File: config.mk
export PLATFORM = sky130hd
export DESIGN_NAME = exposure_gate_ctrl
export DESIGN_NICKNAME = d
export VERILOG_FILES = /design/src/rtl/exc_pkg.sv /design/src/rtl/exc_shadow.sv /design/src/rtl/exc_fall_calc.sv /design/src/rtl/exc_gate_chan.sv /design/src/rtl/exposure_gate_ctrl.sv
export SDC_FILE = /design/constraint.sdc
export NUM_CORES = 1
export LEC_CHECK = 0
export BUFFER_PORTS_ARGS = -buffer_cell sky130_fd_sc_hd__buf_2
export CORE_MARGIN = 4
export CORE_UTILIZATION = 50
export CTS_BUF_LIST = sky130_fd_sc_hd__clkbuf_8 sky130_fd_sc_hd__clkbuf_16
export DETAILED_ROUTE_END_ITERATION = 12
export PLACE_DENSITY = 0.71
export SYNTH_ARGS = -nofsm -noshare
export SYNTH_HDL_FRONTEND = slang
export SYNTH_SLANG_ARGS = --single-unit
File: constraint.sdc
create_clock -name clk -period 5.2 [get_ports clk]
set_input_delay 0.26 -clock clk [delete_from_list [all_inputs] [get_ports clk]]
set_output_delay 0.26 -clock clk [all_outputs]
set_load 0.01 [all_outputs]
File: src/rtl/exc_pkg.sv
// Shared definitions for the exposure drain gate sequencer.
// Assumes: one package compiled ahead of every exc_* module.
package exc_pkg;

    // Per-channel gate sequence state
    typedef enum logic [1:0] {
        EXC_IDLE  = 2'd0,   // gate low, no line started (reset, full exposure, bypass)
        EXC_DRAIN = 2'd1,   // gate high, photocurrent diverted
        EXC_INTEG = 2'd2    // gate low after fall, charge being collected
    } exc_state_e;

    // Channel index of each colour in the packed ports
    localparam int unsigned EXC_CH_RED   = 0;
    localparam int unsigned EXC_CH_GREEN = 1;
    localparam int unsigned EXC_CH_BLUE  = 2;

endpackage

File: src/rtl/exc_shadow.sv
// Double-buffered exposure value for one channel.
// A write lands in the shadow register only. The in-use register takes the
// shadow value on the load pulse (transfer gate falling edge).
// Assumes: wr_en and load are single-cycle, synchronous to clk. If both
// arrive together, the old shadow value is loaded and the write is kept for
// the next line.
module exc_shadow #(
    parameter int unsigned EXP_W = 8
) (
    input  logic             clk,
    input  logic             rst_n,
    input  logic             wr_en,
    input  logic [EXP_W-1:0] wr_data,
    input  logic             load,
    output logic [EXP_W-1:0] shadow_q,
    output logic [EXP_W-1:0] active_q
);

    // Shadow register: captures software writes at any time
    always_ff @(posedge clk) begin
        if (!rst_n)
            shadow_q <= '0;
        else if (wr_en)
            shadow_q <= wr_data;
    end

    // In-use register: updated only at the line boundary
    always_ff @(posedge clk) begin
        if (!rst_n)
            active_q <= '0;
        else if (load)
            active_q <= shadow_q;
    end

    AST_ACTIVE_HOLD: assert property (@(posedge clk) disable iff (!rst_n)
        !load |=> $stable(active_q));

    AST_ACTIVE_LOAD: assert property (@(posedge clk) disable iff (!rst_n)
        (load && !wr_en) |=> (active_q == shadow_q));

endmodule

File: src/rtl/exc_fall_calc.sv
// Turns an exposure value in pixel periods into the pixel position where
// the drain gate must fall, clamped to the line.
// Assumes: LINE_LEN fits in PIX_W bits. Purely combinational.
module exc_fall_calc #(
    parameter int unsigned EXP_W    = 8,
    parameter int unsigned LINE_LEN = 40,
    parameter int unsigned PIX_W    = 6
) (
    input  logic [EXP_W-1:0] exp_val,
    output logic [PIX_W-1:0] fall_pt,
    output logic             full_exp,
    output logic             no_exp
);

    localparam int unsigned CW = ((EXP_W > PIX_W) ? EXP_W : PIX_W) + 1;
    localparam logic [CW-1:0] LL = CW'(LINE_LEN);

    logic [CW-1:0] ev_w;
    logic [CW-1:0] diff_w;

    // Clamp: values of LINE_LEN and above give full exposure, zero gives none
    always_comb begin
        ev_w     = CW'(exp_val);
        full_exp = (ev_w >= LL);
        no_exp   = (ev_w == '0);
        diff_w   = full_exp ? '0 : (LL - ev_w);
        fall_pt  = PIX_W'(diff_w);
    end

endmodule

File: src/rtl/exc_gate_chan.sv
// Gate sequencer for one colour channel.
// Raises the gate at the transfer gate falling edge and lowers it on the
// shift-clock edge whose pixel count matches the fall point. Bypass holds the
// gate low.
// Assumes: fall_pt and no_exp describe the in-use value. next_full describes
// the value that is loaded at this tg_fall.
module exc_gate_chan
    import exc_pkg::*;
#(
    parameter int unsigned PIX_W = 6
) (
    input  logic             clk,
    input  logic             rst_n,
    input  logic             tg_fall,
    input  logic             shift_edge,
    input  logic [PIX_W-1:0] pix_cnt,
    input  logic             bypass,
    input  logic             next_full,
    input  logic [PIX_W-1:0] fall_pt,
    input  logic             no_exp,
    output logic             gate_o
);

    exc_state_e state_q, state_d;
    logic       hit_fall;

    // Fall condition: a readout edge at the programmed pixel
    always_comb begin
        hit_fall = shift_edge && !no_exp && (pix_cnt == fall_pt);
    end

    // Next-state selection: bypass, then line boundary, then fall point
    always_comb begin
        state_d = state_q;
        if (bypass)
            state_d = EXC_IDLE;
        else if (tg_fall)
            state_d = next_full ? EXC_IDLE : EXC_DRAIN;
        else if (state_q == EXC_DRAIN && hit_fall)
            state_d = EXC_INTEG;
    end

    // State register
    always_ff @(posedge clk) begin
        if (!rst_n)
            state_q <= EXC_IDLE;
        else
            state_q <= state_d;
    end

    // Gate output decoded from state
    always_comb begin
        gate_o = (state_q == EXC_DRAIN);
    end

    AST_RISE_AT_LINE_END: assert property (@(posedge clk) disable iff (!rst_n)
        $rose(gate_o) |-> $past(tg_fall));

    AST_FALL_ON_EDGE: assert property (@(posedge clk) disable iff (!rst_n)
        $fell(gate_o) |-> ($past(shift_edge) || $past(tg_fall) || $past(bypass)));

    AST_FULL_STAYS_LOW: assert property (@(posedge clk) disable iff (!rst_n)
        (tg_fall && next_full) |=> !gate_o);

    AST_BYPASS_LOW: assert property (@(posedge clk) disable iff (!rst_n)
        bypass |=> !gate_o);

    AST_RISE_AFTER_TG: assert property (@(posedge clk) disable iff (!rst_n)
        (tg_fall && !bypass && !next_full) |=> gate_o);

    AST_STATE_LEGAL: assert property (@(posedge clk) disable iff (!rst_n)
        state_q != 2'd3);

endmodule

File: src/rtl/exposure_gate_ctrl.sv
// Top level: NCH independent exposure drain gate sequencers sharing the line
// timing inputs. Each channel has a double-buffered exposure value, a fall
// point calculation for the in-use value and one for the pending value, and
// a gate state machine.
// Assumes: tg_fall and shift_edge are single-cycle pulses from the line
// timing generator, and pix_cnt stays below LINE_LEN.
module exposure_gate_ctrl #(
    parameter int unsigned NCH      = 3,
    parameter int unsigned EXP_W    = 8,
    parameter int unsigned LINE_LEN = 40,
    parameter int unsigned PIX_W    = $clog2(LINE_LEN + 1)
) (
    input  logic                 clk,
    input  logic                 rst_n,
    input  logic                 tg_fall,
    input  logic                 shift_edge,
    input  logic [PIX_W-1:0]     pix_cnt,
    input  logic                 bypass,
    input  logic [NCH-1:0]       exp_wr,
    input  logic [NCH*EXP_W-1:0] exp_data,
    output logic [NCH-1:0]       gate
);

    for (genvar c = 0; c < NCH; c++) begin : g_ch
        logic [EXP_W-1:0] shadow_v;
        logic [EXP_W-1:0] active_v;
        logic [PIX_W-1:0] fall_pt;
        logic [PIX_W-1:0] next_fall_unused;
        logic             full_now_unused;
        logic             no_exp;
        logic             next_full;
        logic             next_none_unused;

        exc_shadow #(.EXP_W(EXP_W)) u_shadow (
            .clk      (clk),
            .rst_n    (rst_n),
            .wr_en    (exp_wr[c]),
            .wr_data  (exp_data[c*EXP_W +: EXP_W]),
            .load     (tg_fall),
            .shadow_q (shadow_v),
            .active_q (active_v)
        );

        exc_fall_calc #(.EXP_W(EXP_W), .LINE_LEN(LINE_LEN), .PIX_W(PIX_W)) u_cur (
            .exp_val  (active_v),
            .fall_pt  (fall_pt),
            .full_exp (full_now_unused),
            .no_exp   (no_exp)
        );

        exc_fall_calc #(.EXP_W(EXP_W), .LINE_LEN(LINE_LEN), .PIX_W(PIX_W)) u_next (
            .exp_val  (shadow_v),
            .fall_pt  (next_fall_unused),
            .full_exp (next_full),
            .no_exp   (next_none_unused)
        );

        exc_gate_chan #(.PIX_W(PIX_W)) u_gate (
            .clk        (clk),
            .rst_n      (rst_n),
            .tg_fall    (tg_fall),
            .shift_edge (shift_edge),
            .pix_cnt    (pix_cnt),
            .bypass     (bypass),
            .next_full  (next_full),
            .fall_pt    (fall_pt),
            .no_exp     (no_exp),
            .gate_o     (gate[c])
        );
    end

    AST_RESET_LOW: assert property (@(posedge clk)
        !rst_n |=> (gate == '0));

endmodule

==> flow_metrics.env <==
export IMPL_status="complete, no violations"
export IMPL_die_h_um=85.2
export IMPL_hold_viol=0
export IMPL_tns_ps=0
export IMPL_drtIter0Drc=112
export IMPL_p_per_area_nw_per_um2=258
export IMPL_slowest_delay_ps=410
export IMPL_crit_end="g_ch[0].u_gate.state_q[1]$_SDFFE_PP0P_"
export IMPL_synthesis_nets=370
export IMPL_cts_tree="built"
export IMPL_endpoint_kind="flip-flop"
export IMPL_syn_area_sq_um=2980
export IMPL_place_area_sq_um=3160
export IMPL_area_delta_synth_final_pct=9.28
export IMPL_dieArea_sq_um=7260
export IMPL_routedWlPerCell_um=13.9
export IMPL_cp_slowest_cell="dfxtp_1"
export IMPL_synth_top_family_by_area="simple AND/OR/NAND/NOR gates"
export IMPL_switchingPower_mw=0.228
export IMPL_synth_edf_count=0
export IMPL_ir_drop_v=0.000152
export IMPL_ys_seq_elements=54
export IMPL_cp_cell_sequence="inv_1 > ha_1 > xor2_1 > nand2_1 > a311o_1 > a211oi_1 > nor3b_1 > o21a_1"
export IMPL_power_mw=0.839
export IMPL_synth_top_area_cell="dfxtp_1"
export IMPL_period_share_pct=39.9
export IMPL_dp_hpwl_mm=4.39
export IMPL_num_rows=27
export IMPL_synthAdderAreaFrac_pct=1.26
export IMPL_p_leak_nw=1.33
export IMPL_finalCriticalPeriod_ps=2070
export IMPL_cp_max_fo=5
export IMPL_crit_start="g_ch[0].u_shadow.active_q[0]$_SDFFE_PN0P_"
export IMPL_core_area_sq_um=5640
export IMPL_ys_warnings_count=0
export IMPL_ys_seq_area_share_pct=36.3
export IMPL_min_delay_start="exp_data[2]"
export IMPL_clock_power_share_pct=29.8
export IMPL_final_area_sq_um=3260
export IMPL_fillers=516
export IMPL_setup_viol_count_final=0
export IMPL_yosys_area_share_simple_pct=23.0
export IMPL_syn_avg_cell_area_sq_um=9.06
export IMPL_clk_path_buf_depth=2
export IMPL_numClockSinks=54
export IMPL_htreeDepth=2
export IMPL_vias=2333
export IMPL_path_clk_slew_ps=100
export IMPL_critPathLaunchType="flip-flop"
export IMPL_ys_types=53
export IMPL_finalClockSkew_ps=11.0
export IMPL_maxSlewViolCount=0
export IMPL_grt_max_degree=50
export IMPL_rsz0062_at_grt="false"
export IMPL_cts_hold_buf=0
export IMPL_tightest_slew_ps=788
export IMPL_cts_root_buf="clkbuf_8"
export IMPL_place_ws_ps=3110
export IMPL_min_path_type="in -> reg"
export IMPL_critPathRequiredTime_ps=5470
export IMPL_setup_ws_ps=3130
export IMPL_synthMuxAreaShare_pct=16.5
export IMPL_syn_inst=329
export IMPL_rr_worst_depth=8
export IMPL_synth_compound_area_share_pct=13.0
export IMPL_final_cells=425
export IMPL_synthXorXnorAreaFrac_pct=4.58
export IMPL_dpl_cell_count=417
export IMPL_portBuffers=40
export IMPL_clk_latency_ps=310
export IMPL_overflow=0
export IMPL_synth_top_area_share_pct=36.3
export IMPL_drc=0
export IMPL_die_x_um=85.2
export IMPL_wl_mm=5.90
export IMPL_reg2reg_from="g_ch[0].u_shadow.active_q[0]$_SDFFE_PN0P_"
export IMPL_switching_share_pct=27.2
export IMPL_cts_buffers=5
export IMPL_regToRegSetupSlack_ps=3130
export IMPL_seqPwrFrac_pct=53.6
export IMPL_grt_usage_pct=16.1
export IMPL_cp_arrival_ps=2340
export IMPL_drt_pre_antenna_iters=4
export IMPL_async_flop_share_pct=0
export IMPL_grt_pass1_vias=2096
export IMPL_max_cap_violations=0
export IMPL_r2r_end="g_ch[0].u_gate.state_q[1]$_SDFFE_PP0P_"
export IMPL_drive_above_1_share_pct=15.3
export IMPL_antenna_left=0
export IMPL_start_util_pct=52.8
export IMPL_cell_internal_pwr_mw=0.611
export IMPL_synth_area_leaders="dfxtp_1, mux2i_1, nor2b_1"
export IMPL_synth_flop_cell="dfxtp_1"
export IMPL_p_comb_share_pct=16.6
export IMPL_gp_congestion=0.847
export IMPL_grt_pass1_wl_mm=9.68
export IMPL_final_nets=393
export IMPL_cts_setup_buffers=0
export IMPL_antenna_found_initial=0
export IMPL_via_per_inst=5.49
export IMPL_fmax_mhz=482
export IMPL_post_cts_resized=0
export IMPL_n_antenna_cell=0
export IMPL_num_io_pins=41
export IMPL_critPathKind="reg -> reg"
export IMPL_slew_limit_headroom_pct=47.5
==> cell families after synthesis <==
| logic type | after synthesis |
|---|---|
| buffers and inverters | 37 |
| multiplexers | 49 |
| AO/OA/AOI/OAI | 53 |
| flip-flops | 54 |
| AND/OR/NAND/NOR | 119 |
| adder cells (fa/ha/maj) | 3 |
| XOR/XNOR | 14 |
==> state kept, by name (all words and copies together), names as in the netlist <==
name and cells:
g_ch.u_shadow.active_q 24, g_ch.u_shadow.shadow_q 24, g_ch.u_gate.state_q 6
==> metrics by stage <==
step	utilization, %	hold WS [ps]
final	57.7	198
after global routing	57.7	193
after CTS	57.7	193
after detailed placement	56.0	437
after global placement	56.0	442
after floorplan	-	425
==> cell type report <==
class | instances | area [sq um] | area share, %
inverters | 13 | 48.8 | 1.50
flip-flops and latches | 54 | 1080 | 33.2
multi-input cells | 238 | 1740 | 53.3
well taps | 72 | 90.1 | 2.77
clock buffers | 6 | 82.6 | 2.54
clock inverters | 2 | 16.3 | 0.500
repair buffers | 40 | 200 | 6.15
==> routing by layer <==
| metal | global-route usage [%] | routed length (um) |
|---|---|---|
| met5 | 0 | 0 |
| met4 | 5.18 | 57 |
| met1 | 22.2 | 3020 |
| met2 | 24.9 | 2560 |
| met3 | 3.59 | 260 |
==> power by group through the flow <==
stage | Combinational [mW] | Clock (mW) | Sequential, mW
2_1_floorplan | 0.112 | 0 | 0.451
3_3_place_gp | 0.136 | 0 | 0.458
3_5_place_dp | 0.139 | 0 | 0.459
4_1_cts | 0.140 | 0.260 | 0.449
5_1_grt | 0.155 | 0.281 | 0.452
6_report | 0.140 | 0.250 | 0.449
==> worst min path at each step <==
stage / end / slack, ps / cells after the start
final: g_ch[0].u_shadow.shadow_q[2]$_SDFFE_PN0P_ / 200 / 3
after global routing: g_ch[1].u_shadow.shadow_q[1]$_SDFFE_PN0P_ / 190 / 3
after CTS: g_ch[2].u_shadow.shadow_q[3]$_SDFFE_PN0P_ / 190 / 3
after detailed placement: g_ch[2].u_gate.state_q[1]$_SDFFE_PP0P_ / 440 / 2
after global placement: g_ch[2].u_gate.state_q[1]$_SDFFE_PP0P_ / 440 / 2
after floorplan: g_ch[2].u_gate.state_q[1]$_SDFFE_PP0P_ / 420 / 2
==> worst max-delay path: cells and delay by family (launching register included) <==
kind	cells	cell delay [ps]
AO/OA/AOI/OAI	3	800
flip-flops	1	410
AND/OR/NAND/NOR	2	310
adder cells (fa/ha/maj)	1	250
XOR/XNOR	1	190
buffers and inverters	1	80
==> Yosys cell counts (2+ instances only) <==
cell and instances:
nor3_1 5, xor2_1 3, a211oi_1 4, a32oi_1 2, a31oi_1 3, nand3_1 9
nand4_1 5, inv_1 12, o21ai_1 4, buf_4 3, nand2b_1 5, nand2_1 13
nor2_1 12, dfxtp_1 54, mux2i_1 48, o32ai_1 4, a21oi_1 5, buf_2 3
nor2b_1 52, or3_1 3, nor3b_1 5, nor4b_1 2, ha_1 3, clkbuf_1 17
xnor2_1 10, o21ai_0 12, nor4_1 2, o31ai_1 3, a31o_1 2
==> cell usage in the layout (no fill, tap or decap), types with 2 or more instances in the layout <==
master / count
nand3_1: 9
inv_1: 12
buf_2: 40
clkbuf_8: 6
a211oi_1: 4
o32ai_1: 4
ha_1: 3
o21ai_0: 12
nand2b_1: 5
or3_1: 3
nor3_1: 5
nand4_1: 5
nor2b_1: 52
a21oi_1: 5
nor4_1: 2
a31o_1: 2
dfxtp_1: 54
a31oi_1: 3
xnor2_1: 10
nor2_1: 12
a32oi_1: 2
o21ai_1: 4
nor3b_1: 5
nor4b_1: 2
mux2i_1: 48
o31ai_1: 3
nand2_1: 13
xor2_1: 3
Power figures use the tool's default switching activity.
